===== src/rtl/recpe_pkg.sv =====
`timescale 1ns/1ps
// recpe_pkg: shared widths, flag positions, rounding and class encodings,
// and the constant function that builds the estimate table.
// Assumes IEEE-754 single-precision packing (sign, exponent, fraction).
package recpe_pkg;
    localparam int EXP_W   = 8;
    localparam int FRAC_W  = 23;
    localparam int WORD_W  = 1 + EXP_W + FRAC_W;
    localparam int IDX_W   = 9;
    localparam int TOP_W   = IDX_W - 1;
    localparam int FLAG_W  = 6;

    localparam int FL_INV = 0;
    localparam int FL_DZ  = 1;
    localparam int FL_OVF = 2;
    localparam int FL_UNF = 3;
    localparam int FL_INX = 4;
    localparam int FL_IDN = 5;

    typedef enum logic [1:0] {
        RM_NEAREST = 2'd0,
        RM_UP      = 2'd1,
        RM_DOWN    = 2'd2,
        RM_ZERO    = 2'd3
    } rmode_e;

    typedef enum logic [2:0] {
        CL_NAN,
        CL_INF,
        CL_ZERO,
        CL_TINY,
        CL_BIG_FTZ,
        CL_FINITE
    } op_class_e;

    // Estimate for a table index k in [2^(w-1), 2^w): ((2^(2w+1) / (2k+1)) + 1) / 2
    function automatic int recip_seed(int k, int w);
        int num;
        num = 1 << (2 * w + 1);
        return ((num / (2 * k + 1)) + 1) >> 1;
    endfunction
endpackage


===== src/rtl/recpe_classify.sv =====
`timescale 1ns/1ps
// recpe_classify: sorts an operand into its handling class, in priority order
// NaN, infinity, zero (after flushing), tiny, large-with-flush, finite.
// Assumes the sign has no bearing on the class.
module recpe_classify
    import recpe_pkg::*;
#(
    parameter int EW = EXP_W,
    parameter int FW = FRAC_W
) (
    input  logic [EW-1:0] exp_f,
    input  logic [FW-1:0] frac_f,
    input  logic          ftz,
    output op_class_e     cls,
    output logic          snan,
    output logic          flushed
);
    localparam logic [EW-1:0] EXP_ALL1 = {EW{1'b1}};
    localparam logic [EW-1:0] EXP_BIG  = EXP_ALL1 - EW'(2);

    logic          is_den;
    logic [FW-1:0] frac_eff;

    // Flush decision: a denormal operand is squashed when ftz is set
    always_comb begin
        is_den   = (exp_f == '0) && (frac_f != '0);
        flushed  = ftz && is_den;
        frac_eff = flushed ? '0 : frac_f;
    end

    // Class selection in fixed priority order
    always_comb begin
        snan = 1'b0;
        if (exp_f == EXP_ALL1 && frac_f != '0) begin
            cls  = CL_NAN;
            snan = ~frac_f[FW-1];
        end else if (exp_f == EXP_ALL1) begin
            cls = CL_INF;
        end else if (exp_f == '0 && frac_eff == '0) begin
            cls = CL_ZERO;
        end else if (exp_f == '0 && frac_eff[FW-1 -: 2] == 2'b00) begin
            cls = CL_TINY;
        end else if (ftz && exp_f >= EXP_BIG) begin
            cls = CL_BIG_FTZ;
        end else begin
            cls = CL_FINITE;
        end
    end
endmodule


===== src/rtl/recpe_table.sv =====
`timescale 1ns/1ps
// recpe_table: estimate lookup over the upper half of a W-bit index range.
// Entries are computed at elaboration; the always-set top bit is dropped.
// Assumes the caller supplies the index without its leading one.
module recpe_table
    import recpe_pkg::*;
#(
    parameter int IW = IDX_W
) (
    input  logic [IW-2:0] frac_top,
    output logic [IW-2:0] est_lo
);
    localparam int HALF = 1 << (IW - 1);

    logic [IW-2:0] rom [HALF];

    for (genvar g = 0; g < HALF; g++) begin : g_ent
        // One constant entry per index
        assign rom[g] = (IW-1)'(recip_seed(HALF + g, IW));
    end

    // Lookup
    assign est_lo = rom[frac_top];
endmodule


===== src/rtl/recpe_mant.sv =====
`timescale 1ns/1ps
// recpe_mant: normalises a finite operand, looks up the estimate and forms
// the result exponent and fraction, including denormal result shapes.
// Assumes the operand is finite, nonzero and not tiny.
module recpe_mant
    import recpe_pkg::*;
#(
    parameter int EW = EXP_W,
    parameter int FW = FRAC_W,
    parameter int TW = TOP_W
) (
    input  logic [EW-1:0] exp_f,
    input  logic [TW+1:0] frac_hi,
    output logic [EW-1:0] res_exp,
    output logic [FW-1:0] res_frac
);
    localparam int                   XW      = EW + 2;
    localparam int                   EXP_OFF = (1 << EW) - 3;
    localparam logic signed [XW-1:0] OFF_S   = XW'(EXP_OFF);
    localparam logic signed [XW-1:0] NEG1    = '1;

    logic [TW-1:0]          top;
    logic [TW-1:0]          est_lo;
    logic signed [XW-1:0]   exp_in;
    logic signed [XW-1:0]   rexp;
    logic [FW-1:0]          frac_base;

    // Normalisation: pick index bits and effective exponent
    always_comb begin
        if (exp_f == '0) begin
            if (frac_hi[TW+1]) begin
                top    = frac_hi[TW:1];
                exp_in = '0;
            end else begin
                top    = frac_hi[TW-1:0];
                exp_in = NEG1;
            end
        end else begin
            top    = frac_hi[TW+1:2];
            exp_in = {2'b00, exp_f};
        end
    end

    recpe_table #(.IW(TW + 1)) u_table (
        .frac_top (top),
        .est_lo   (est_lo)
    );

    // Result packing, with the two below-normal shapes
    always_comb begin
        rexp      = OFF_S - exp_in;
        frac_base = {est_lo, {(FW - TW){1'b0}}};
        if (rexp == '0) begin
            res_exp  = '0;
            res_frac = {1'b1, frac_base[FW-1:1]};
        end else if (rexp == NEG1) begin
            res_exp  = '0;
            res_frac = {2'b01, frac_base[FW-1:2]};
        end else begin
            res_exp  = rexp[EW-1:0];
            res_frac = frac_base;
        end
    end
endmodule


===== src/rtl/recpe_unit.sv =====
`timescale 1ns/1ps
// recpe_unit: top of the reciprocal estimate unit. Selects the special-case
// or computed result, gathers flags and registers both for one cycle.
// Assumes a synchronous active-low reset and one operand per valid cycle.
module recpe_unit
    import recpe_pkg::*;
(
    input  logic              clk,
    input  logic              rst_n,
    input  logic              in_valid,
    input  logic [31:0]       op_in,
    input  logic [1:0]        rmode,
    input  logic              ftz,
    input  logic              dnan,
    output logic              out_valid,
    output logic [31:0]       res_out,
    output logic [5:0]        flags_out
);
    localparam logic [EXP_W-1:0]  EXP_ALL1 = {EXP_W{1'b1}};
    localparam logic [WORD_W-1:0] DEF_NAN  = {1'b0, EXP_ALL1, 1'b1, {(FRAC_W-1){1'b0}}};

    logic              sign;
    logic [EXP_W-1:0]  exp_f;
    logic [FRAC_W-1:0] frac_f;
    op_class_e         cls;
    logic              snan;
    logic              flushed;
    logic [EXP_W-1:0]  m_exp;
    logic [FRAC_W-1:0] m_frac;
    rmode_e            rm;
    logic              to_inf;
    logic [WORD_W-1:0] res_c;
    logic [FLAG_W-1:0] flg_c;

    assign sign   = op_in[WORD_W-1];
    assign exp_f  = op_in[WORD_W-2 -: EXP_W];
    assign frac_f = op_in[FRAC_W-1:0];
    assign rm     = rmode_e'(rmode);

    recpe_classify u_class (
        .exp_f   (exp_f),
        .frac_f  (frac_f),
        .ftz     (ftz),
        .cls     (cls),
        .snan    (snan),
        .flushed (flushed)
    );

    recpe_mant u_mant (
        .exp_f    (exp_f),
        .frac_hi  (frac_f[FRAC_W-1 -: TOP_W+2]),
        .res_exp  (m_exp),
        .res_frac (m_frac)
    );

    // Saturation direction for tiny operands
    always_comb begin
        case (rm)
            RM_NEAREST: to_inf = 1'b1;
            RM_UP:      to_inf = ~sign;
            RM_DOWN:    to_inf = sign;
            default:    to_inf = 1'b0;
        endcase
    end

    // Result and flag selection per class
    always_comb begin
        flg_c         = '0;
        flg_c[FL_IDN] = flushed;
        case (cls)
            CL_NAN: begin
                res_c         = dnan ? DEF_NAN
                                     : {sign, EXP_ALL1, 1'b1, frac_f[FRAC_W-2:0]};
                flg_c[FL_INV] = snan;
            end
            CL_INF: begin
                res_c = {sign, {(WORD_W-1){1'b0}}};
            end
            CL_ZERO: begin
                res_c        = {sign, EXP_ALL1, {FRAC_W{1'b0}}};
                flg_c[FL_DZ] = 1'b1;
            end
            CL_TINY: begin
                res_c         = to_inf ? {sign, EXP_ALL1, {FRAC_W{1'b0}}}
                                       : {sign, EXP_ALL1 - EXP_W'(1), {FRAC_W{1'b1}}};
                flg_c[FL_OVF] = 1'b1;
                flg_c[FL_INX] = 1'b1;
            end
            CL_BIG_FTZ: begin
                res_c         = {sign, {(WORD_W-1){1'b0}}};
                flg_c[FL_UNF] = 1'b1;
            end
            default: begin
                res_c = {sign, m_exp, m_frac};
            end
        endcase
    end

    // Output register, loaded only on a valid operand
    always_ff @(posedge clk) begin
        if (!rst_n) begin
            out_valid <= 1'b0;
            res_out   <= '0;
            flags_out <= '0;
        end else begin
            out_valid <= in_valid;
            if (in_valid) begin
                res_out   <= res_c;
                flags_out <= flg_c;
            end
        end
    end

    // strobe follows the operand strobe by one cycle
    a_r2_valid_follows: assert property (@(posedge clk) disable iff (!rst_n)
        in_valid |=> out_valid);
    a_r2_idle_no_valid: assert property (@(posedge clk) disable iff (!rst_n)
        !in_valid |=> !out_valid);
    // outputs hold without a new operand
    a_r2_hold: assert property (@(posedge clk) disable iff (!rst_n)
        !in_valid |=> ($stable(res_out) && $stable(flags_out)));
    // sign follows the operand unless the result is a NaN
    a_r11_sign: assert property (@(posedge clk) disable iff (!rst_n)
        (out_valid && !(res_out[WORD_W-2 -: EXP_W] == EXP_ALL1 && res_out[FRAC_W-1:0] != '0))
        |-> res_out[WORD_W-1] == $past(op_in[WORD_W-1]));
    // divide-by-zero always comes with an infinite result
    a_r5_dz_inf: assert property (@(posedge clk) disable iff (!rst_n)
        (out_valid && flags_out[FL_DZ]) |-> res_out[WORD_W-2:0] == {EXP_ALL1, {FRAC_W{1'b0}}});
    // overflow and inexact are raised together
    a_r7_ovf_inexact: assert property (@(posedge clk) disable iff (!rst_n)
        out_valid |-> flags_out[FL_OVF] == flags_out[FL_INX]);
    // invalid only accompanies a NaN result
    a_r4_invalid_nan: assert property (@(posedge clk) disable iff (!rst_n)
        (out_valid && flags_out[FL_INV]) |-> (res_out[WORD_W-2 -: EXP_W] == EXP_ALL1 && res_out[FRAC_W-1]));
    // underflow always gives a zero magnitude
    a_r8_unf_zero: assert property (@(posedge clk) disable iff (!rst_n)
        (out_valid && flags_out[FL_UNF]) |-> res_out[WORD_W-2:0] == '0);
    // input-denormal requires flush-to-zero on the operand cycle
    a_r6_idn_ftz: assert property (@(posedge clk) disable iff (!rst_n)
        (out_valid && flags_out[FL_IDN]) |-> $past(ftz));
endmodule


===== config.mk =====
export PLATFORM = sky130hd
export DESIGN_NAME = recpe_unit
export DESIGN_NICKNAME = d
export VERILOG_FILES = /design/src/rtl/recpe_pkg.sv /design/src/rtl/recpe_classify.sv /design/src/rtl/recpe_table.sv /design/src/rtl/recpe_mant.sv /design/src/rtl/recpe_unit.sv
export SDC_FILE = /design/constraint.sdc
export NUM_CORES = 1
export LEC_CHECK = 0
export ABC_AREA = 0
export ABC_CLOCK_PERIOD_IN_PS = 9710
export BUFFER_PORTS_ARGS = -buffer_cell sky130_fd_sc_hd__buf_2
export CAP_MARGIN = 30
export CORE_MARGIN = 2
export CORE_UTILIZATION = 38
export CTS_CLUSTER_DIAMETER = 120
export DETAILED_ROUTE_END_ITERATION = 6
export GPL_ROUTABILITY_DRIVEN = 1
export PLACE_DENSITY = 0.63
export REMOVE_ABC_BUFFERS = 1
export SLEW_MARGIN = 15
export SYNTH_ARGS = -nofsm -noshare
export SYNTH_HDL_FRONTEND = slang
export SYNTH_HIERARCHICAL = 1
export SYNTH_SLANG_ARGS = --single-unit

===== constraint.sdc =====
create_clock -name clk -period 9.71 [get_ports clk]
set_clock_uncertainty 0.15 [all_clocks]
set_input_delay 2.913 -clock clk [delete_from_list [all_inputs] [get_ports clk]]
set_output_delay 2.913 -clock clk [all_outputs]
set_load 0.02 [all_outputs]

* Word level (Yosys, flattened, before mapping) *
Memories as Yosys holds them, arrays and structs flattened.
Index checks and enable logic that the tools add are counted.

storage, ports and cells
  register bits after elaboration = 39
  bits in read-only memories = 2048
  output and inout port bits = 39
  word-level logic and storage cells = 57
  memories kept = 1

memory list
  memory           words  bits a word  read ports  clocked after memory_dff  wr ports  RTL line           text
  (no name shown)  256    8            1           0                         0         recpe_table.sv:23  assign est_lo = rom[frac_top];

operators by class
  $add $sub $neg = 1
  magnitude comparators = 2
  eq/ne operators = 8
  multiplexer cells = 25
  bitwise operators = 3
  reductions and logical operators = 14

operators with widths
  kind                     number
  $pmux W32 S4             1
  $mux W23                 3
  $mux W8                  6
  $mux W32                 1
  $mux W24                 1
  $logic_not A23 Y1        1
  $reduce_bool A23 Y1      1
  $mux W10                 2
  $mux W3                  4
  $eq A10 B1 Y1 const B    1
  $logic_not A10 Y1        1
  $sub A9 B10 Y10 const A  1
  $ge A9 B9 Y1 const B     1
  $not A8 Y9               1
  $eq A8 B8 Y1 const B     1
  $ge A8 B8 Y1 const B     1
  $logic_not A8 Y1         1
  $eq A3 B2 Y1 const B     2
  $logic_and A1 B1 Y1      6
  $mux W1                  6
  $logic_not A2 Y1         2
  $eq A3 B1 Y1 const B     1
  $eq A3 B3 Y1 const B     1
  $logic_not A3 Y1         1
  5 further kinds          6

* Logic depth before layout (Yosys ltp) *
Gate-level depths: netlist of run 1.

  depth after elaboration = 13
  depth in mapped cells = 20

* Cells and area by module *
The synthesis of run 1 kept the hierarchy.

modules (own cells, without submodules)
  module          instances  cells an instance  area each (sq um)
  recpe_table     1          303                1931.9
  recpe_unit      1          180                1705.4
  recpe_mant      1          117                798.3
  recpe_classify  1          28                 188.9

* Least setup slack after synthesis of run 1 *
Ideal clock, no wire load.

  kind = input port to flip-flop
  start = input port op_in[25]
  end = register res_out[15]
  arrival = 6.712 ns
  setup slack = 2.778 ns
  stages = 17
  path through = or3_4 > or4_1 > buf_2 > o21ai_1 > clkbuf_1 > inv_1 > ha_1 > clkbuf_1 > mux2_2 > o211ai_1 > nor3_1 > a311o_1 > o22ai_2 > a32o_1 > a21o_1 > o221ai_1 > a21oi_1

between the ends
  elaborated cells on any way between the ends = 35

RTL lines
  item                                         RTL line           text
  start, declared                              recpe_unit.sv:11   input logic [31:0] op_in,
  $logic_not A8 Y1                             recpe_mant.sv:30   if (exp_f == '0) begin
  $mux W8                                      recpe_mant.sv:30
  named net u_mant.top[1]                      recpe_mant.sv:22   logic [TW-1:0] top;
  $not A8 Y9 (not written as such)             recpe_table.sv:23
  $mem_v2 Z256 W8                              --
  $mux W8 (not written as such) (2 in series)  recpe_table.sv:23
  named net u_mant.est_lo[1]                   recpe_mant.sv:23   logic [TW-1:0] est_lo;
  $mux W23                                     recpe_mant.sv:53   if (rexp == '0) begin
  named net m_frac[15]                         recpe_unit.sv:29   logic [FRAC_W-1:0] m_frac;
  $pmux W32 S4                                 recpe_unit.sv:70   case (cls)
  end signal, assigned                         recpe_unit.sv:108  res_out <= res_c;
  end, declared                                recpe_unit.sv:16   output logic [31:0] res_out,

The timed path passes the listed nets, and every way through them passes these cells. The select of a mux whose other input is x is not followed.
A chain may end at the register's enable or synchronous reset.

* Worst setup path after layout of run 1 *
  start = input port op_in[23]
  end = register res_out[14]

Same word-level chain as after synthesis.

==> results.yml, run 1 <==
run_status:
  status: "complete, no violations"
timing:
  setup_viol_count_final: 0
  rsz0062_at_grt: "no"
  slew_violations: 0
  period_needed_ps: 7720
  hold_viol: 0
  relSlewSlack_pct: 42.7
  tns_ps: 0
  worst_pin_slew_ps: 854
  fmax_mhz: 129
  layout_worst_path_cycle_share_pct: 79.5
worst_hold_path:
  hp-class: "reg -> reg"
  whs_path_depth: 2
  min_from: "flags_out[0]$_SDFFE_PN0P_"
clock_tree:
  clk_pin_slew_ps: 60
  cts_buffers: 5
  post_cts_buffers: 0
  ctsResizeCount: 0
  tritoncts: "done"
  clock_sinks: 38
  cts_hold_buf: 0
  cts_htree_levels: 2
  clock-root-buffer: "clkbuf_16"
  ctsLongestPathBuffers: 2
  clkLatencyLatePin_ps: 280
synth:
  synthArstFlopShare_pct: 0
  synth-main-ff-cell: "dfxtp_1"
  synth_cell_types: 92
  ys_seq_area_share_pct: 16.5
  synth_top_area_share_pct: 16.5
  syn-cell-area_mm2: 0.00462
  ys_seq_elements: 38
  synth_largest_area_cell: "dfxtp_1"
  syn_inst: 628
  synth-warning-count: 6
  syn_avg_cell_area_um2: 7.36
  yosys-top-cells-area: "dfxtp_1, nand2_1, a21oi_1"
  synth_edf_count: 0
global_routing:
  antenna_found_initial: 0
  grt_max_degree: 61
  grt_usage_pct: 21.8
  grt_pass1_vias: 4647
  grt-ovfl-total: 0
  grt_pass1_wl_um: 23600
flow_run:
  maxCapViolCount: 0
critical_path:
  worstPathMaxFanout: 17
  arrival_ps: 7790
  worstSetupStartpoint: "op_in[23]"
  worstSetupEndpointType: "flop"
  reg2regPathDepth: 2
  critPathLaunchType: "input pin"
  critPathKind: "in -> reg"
  cp_data_required_time_ps: 9780
  r2r_start: "res_out[31]$_SDFFE_PN0P_"
finish:
  n_fill_cell: 1243
  regArea_um2: 761
  area_growth_pct: 11.5
  multiInputGateArea_mm2: 0.00342
  fin_nets: 712
  n_antenna_cell: 0
  stdcell_count: 809
  drive_gt1_share_pct: 22.7
detailed_routing:
  antenna_left: 0
  vias: 5140
  drt-wirelength-per-cell_um: 18.0
  initialDrtViolationCount: 568
  vias_per_cell: 6.35
  postRouteWirelength_um: 14600
  drc: 0
  first_pass_iters: 5
floorplanning:
  initial_core_util_pct: 38.7
  ios: 78
  die_h_um: 114
  rows: 40
  die_w_um: 114
  core_mm2: 0.0120
  die_area_mm2: 0.0131
pwr:
  ir_worst_vdd_v: 0.0000561
  cellLeakagePower_nw: 2.01
  power_density_mw_per_mm2: 114
placed_design:
  port_buffers: 77
  dp.final_hpwl_um: 10100
  place_congestion: 0.920
  post-place-cells: 797
==> per-layer routing <==
layer / global-route usage (%) / share of wire, % / vias up
li1: - / - / 2402
met1: 31.7 / 44 / 2452
met2: 33.2 / 46 / 247
met3: 2.17 / 6.9 / 39
met4: 8.37 / 2.7 / 0
met5: 0 / 0 / -
==> per-stage QoR <==
stage	setup slack (ps)	hold slack [ps]	power (W)	area [µm²]	util, %
2_1_floorplan	735	396	0.000296	4190	-
3_3_place_gp	1980	321	0.000357	4890	40.8
3_5_place_dp	1760	331	0.000359	4900	40.9
4_1_cts	2040	340	0.000583	5100	42.6
5_1_grt	1680	363	0.000615	5150	43.1
6_report	1990	335	0.000586	5150	43.1
==> layout by cell type (no fill, tap or decap), drive strengths merged, types with 5 or more instances in the layout <==
| cell type | netlist | layout |
|---|---|---|
| a21o | 7 | 7 |
| a21oi | 59 | 59 |
| a22o | 5 | 5 |
| a311oi | 6 | 6 |
| a31oi | 11 | 11 |
| a32o | 8 | 8 |
| and2 | 5 | 5 |
| buf | 53 | 94 |
| clkbuf | 27 | 6 |
| conb | 1 | 13 |
| dfxtp | 38 | 38 |
| ha | 12 | 12 |
| inv | 12 | 12 |
| mux2 | 6 | 6 |
| mux2i | 9 | 9 |
| nand2 | 70 | 70 |
| nand2b | 16 | 16 |
| nand3 | 13 | 13 |
| nand3b | 5 | 5 |
| nor2 | 35 | 35 |
| nor2b | 16 | 16 |
| nor3 | 16 | 16 |
| nor4 | 12 | 12 |
| o211ai | 12 | 12 |
| o21a | 6 | 6 |
| o21ai | 47 | 47 |
| o221ai | 27 | 27 |
| o31ai | 6 | 6 |
| or2 | 5 | 5 |
| or4 | 6 | 6 |
| xnor2 | 6 | 6 |
==> cell families (layout without fill, tap and decap cells) <==
kind of cell,count (synthesis),after routing,synth area share (%)
AOI/OAI and AO/OA,240,240,37.4
and+or+nand+nor,218,218,25.5
buffers and inverters,93,115,11.4
DFF,38,38,16.5
muxes,16,16,3.98
adders and majority gates,12,12,3.25
xor gates and xnor gates,10,10,1.89
other,1,13,0.0811
==> synthesized netlist by cell type (7+ instances only) <==
| cell type | number |
|---|---|
| nor2_1 | 34 |
| nor4_1 | 9 |
| clkbuf_1 | 24 |
| o21ai_1 | 10 |
| a31oi_1 | 11 |
| nand3_1 | 13 |
| a21oi_2 | 11 |
| buf_2 | 21 |
| nor3_1 | 14 |
| mux2i_1 | 9 |
| o211ai_1 | 11 |
| nand2_1 | 70 |
| o21ai_0 | 37 |
| buf_4 | 23 |
| a21oi_1 | 48 |
| dfxtp_1 | 38 |
| inv_1 | 12 |
| ha_1 | 12 |
| a32o_1 | 8 |
| o221ai_1 | 27 |
| nand2b_1 | 16 |
| nor2b_1 | 16 |
| a21o_1 | 7 |
==> worst max-delay path, stage by stage <==
cell	delay [ps]
buf_2	170
or3_4	420
or4_1	830
o21ai_1	810
inv_1	310
ha_1	560
mux2_2	360
mux4_2	460
o221ai_1	190
a2bb2oi_1	280
a22o_1	190
o221ai_1	130
a21oi_1	160
==> final cells by class <==
cell class	count	share of cell area, %
Inverter	13	0.947
Timing Repair Buffer	94	10.6
Clock inverter	2	1.17
Clock buffer	6	2.69
Sequential cell	38	14.8
Tap cell	147	3.57
Multi-Input combinational cell	509	66.3
==> flip-flops by register name, indices dropped and copies added (netlist names) <==
name	flops
res_out	32
out_valid	1
flags_out	5
==> power by group <==
group	internal, W	switching (W)	leakage (nW)
combinational	0.0000714	0.000120	1.59
sequential	0.000166	0.00000538	0.315
clock	0.000154	0.0000686	0.0971
==> final timing paths <==
kind | slack [ps] | to
worst max-delay path | 1990 | res_out[14]$_SDFFE_PN0P_
worst min-delay path | 340 | flags_out[0]$_SDFFE_PN0P_
worst max register to register | 8790 | res_out[31]$_SDFFE_PN0P_
worst min register to register | 340 | flags_out[0]$_SDFFE_PN0P_
Power figures use the tool's default switching activity.
==> run 2, diff against run 1 <==
--- a/config.mk
+++ b/config.mk
@@ -6,7 +6,7 @@
 export NUM_CORES = 1
 export LEC_CHECK = 0
 export ABC_AREA = 0
-export ABC_CLOCK_PERIOD_IN_PS = 9710
+export ABC_CLOCK_PERIOD_IN_PS = 6500
 export BUFFER_PORTS_ARGS = -buffer_cell sky130_fd_sc_hd__buf_2
 export CAP_MARGIN = 30
 export CORE_MARGIN = 2
@@ -14,7 +14,7 @@
 export CTS_CLUSTER_DIAMETER = 120
 export DETAILED_ROUTE_END_ITERATION = 6
 export GPL_ROUTABILITY_DRIVEN = 1
-export PLACE_DENSITY = 0.63
+export PLACE_DENSITY = 0.65
 export REMOVE_ABC_BUFFERS = 1
 export SLEW_MARGIN = 15
 export SYNTH_ARGS = -nofsm -noshare
==> constraint.sdc (replaced) <==
create_clock -name clk -period 6.5 [get_ports clk]
set_clock_uncertainty 0.15 [all_clocks]
set_input_delay 1.95 -clock clk [delete_from_list [all_inputs] [get_ports clk]]
set_output_delay 1.95 -clock clk [all_outputs]
set_load 0.02 [all_outputs]
==> results.yml, run 2 (synthesized netlist as in run 1, its figures left out) <==
clock_tree:
  cts_htree_levels: 2
  clk_pin_slew_ps: 60
  post_cts_buffers: 0
  ctsLongestPathBuffers: 2
  cts_hold_buf: 0
  cts_buffers: 5
  tritoncts: "done"
  clock-root-buffer: "clkbuf_16"
  clock_sinks: 38
  clkLatencyLatePin_ps: 280
  ctsResizeCount: 0
finish:
  regArea_um2: 761
  multiInputGateArea_mm2: 0.00342
  n_fill_cell: 1203
  n_antenna_cell: 0
  largest_register_ffs: 32
  regMostFlops: "res_out"
  layout_common_cells: "buf_2, nand2_1, a21oi_1, dfxtp_1, o21ai_0"
  mostFrequentLayoutCell: "buf_2"
  final_cell_area_mm2: 0.00522
  reg_top3: "res_out (32), flags_out (5), out_valid (1)"
  fin_nets: 722
  drive_gt1_share_pct: 23.8
  area_growth_pct: 12.8
  stdcell_count: 819
timing:
  worst_pin_slew_ps: 793
  setup_viol_count_final: 0
  layout_worst_path_cycle_share_pct: 91.6
  fmax_mhz: 168
  relSlewSlack_pct: 46.9
  slew_violations: 0
  hold_slack_ps: 363
  period_needed_ps: 5960
  hold_viol: 0
  rsz0062_at_grt: "no"
detailed_routing:
  vias: 5154
  postRouteWirelength_um: 14700
  drt-wirelength-per-cell_um: 18.0
  antenna_left: 0
  first_pass_iters: 5
  drc: 0
  vias_per_cell: 6.29
  initialDrtViolationCount: 762
floorplanning:
  ios: 78
  die_h_um: 114
  die_w_um: 114
  initial_core_util_pct: 38.7
  rows: 40
  die_area_mm2: 0.0131
  core_mm2: 0.0120
global_routing:
  grt_usage_pct: 22.2
  grt-ovfl-total: 0
  antenna_found_initial: 0
  grt_pass1_vias: 4709
  grt_max_degree: 45
  grt_pass1_wl_um: 24000
pwr:
  cellLeakagePower_nw: 2.05
  power_density_mw_per_mm2: 168
  total_power_w: 0.000878
  ir_worst_vdd_v: 0.000140
placed_design:
  placed_area_mm2: 0.00500
  port_buffers: 77
  dp.final_hpwl_um: 10500
  post-place-cells: 809
  place_congestion: 0.973
critical_path:
  critPathKind: "in -> reg"
  cp_data_required_time_ps: 6560
  worstSetupEndpointType: "flop"
  critPathLaunchType: "input pin"
  worstPathMaxFanout: 36
  arrival_ps: 6020
  regToRegSetupSlack_ps: 5590
flow_run:
  maxCapViolCount: 0
run_status:
  status: "complete, no violations"
worst_hold_path:
  hp-class: "reg -> reg"
run 2: cell types whose count changed in the layout (fill, tap and decap cells not counted), sizes merged:
cell,before,now
buf,94,104
run 2: power by group:
group	internal [W]	leakage (nW)	switching (W)
combinational	0.000109	1.64	0.000181
sequential	0.000248	0.315	0.00000824
clock	0.000231	0.0971	0.000100
total	0.000588	2.05	0.000290
run 2: cell type report:
class                      instances  share of cell area (%)
inverter                          13                   0.936
timing repair buffer             104                    11.6
clock buffer                       6                    2.66
tap                              147                    3.53
multi-input combinational        509                    65.5
clock inverter                     2                    1.15
sequential                        38                    14.6
run 2: per-stage QoR:
stage          util (%)  setup TNS, ps  worst slack (ps)
2_1_floorplan         -         -12960             -1510
6_report           43.6              0               544
5_1_grt            43.6              0               342
3_3_place_gp       41.7              0               416
4_1_cts            43.5              0               612
3_5_place_dp       41.8              0               332
run 2: worst max-delay path, cell delays in order:
cell      delay [ps]
buf_2            170
or3_4            420
or4_1            650
o21ai_4          700
buf_4            440
inv_1            250
a21oi_1          190
nand3_1           90
a32o_1           290
mux2i_1          280
a32o_1           220
a21o_1            80
o221ai_1         110
a21oi_1          160
run 2: path summary, 6_finish.rpt:
kind,from,end,cells past startpoint
min,flags_out[0]$_SDFFE_PN0P_,flags_out[0]$_SDFFE_PN0P_,2
max reg2reg,res_out[31]$_SDFFE_PN0P_,res_out[31]$_SDFFE_PN0P_,2
min reg2reg,flags_out[0]$_SDFFE_PN0P_,flags_out[0]$_SDFFE_PN0P_,2
max,op_in[23],res_out[16]$_SDFFE_PN0P_,14
run 2: layer usage:
| metal | track usage [%] | part of all wire (%) | wire [µm] |
|---|---|---|---|
| met1 | 31.4 | 43 | 6400 |
| met2 | 35.4 | 46 | 6790 |
| met3 | 2.44 | 8.2 | 1210 |
| met4 | 6.75 | 2.2 | 320 |
| met5 | 0 | 0 | 0 |
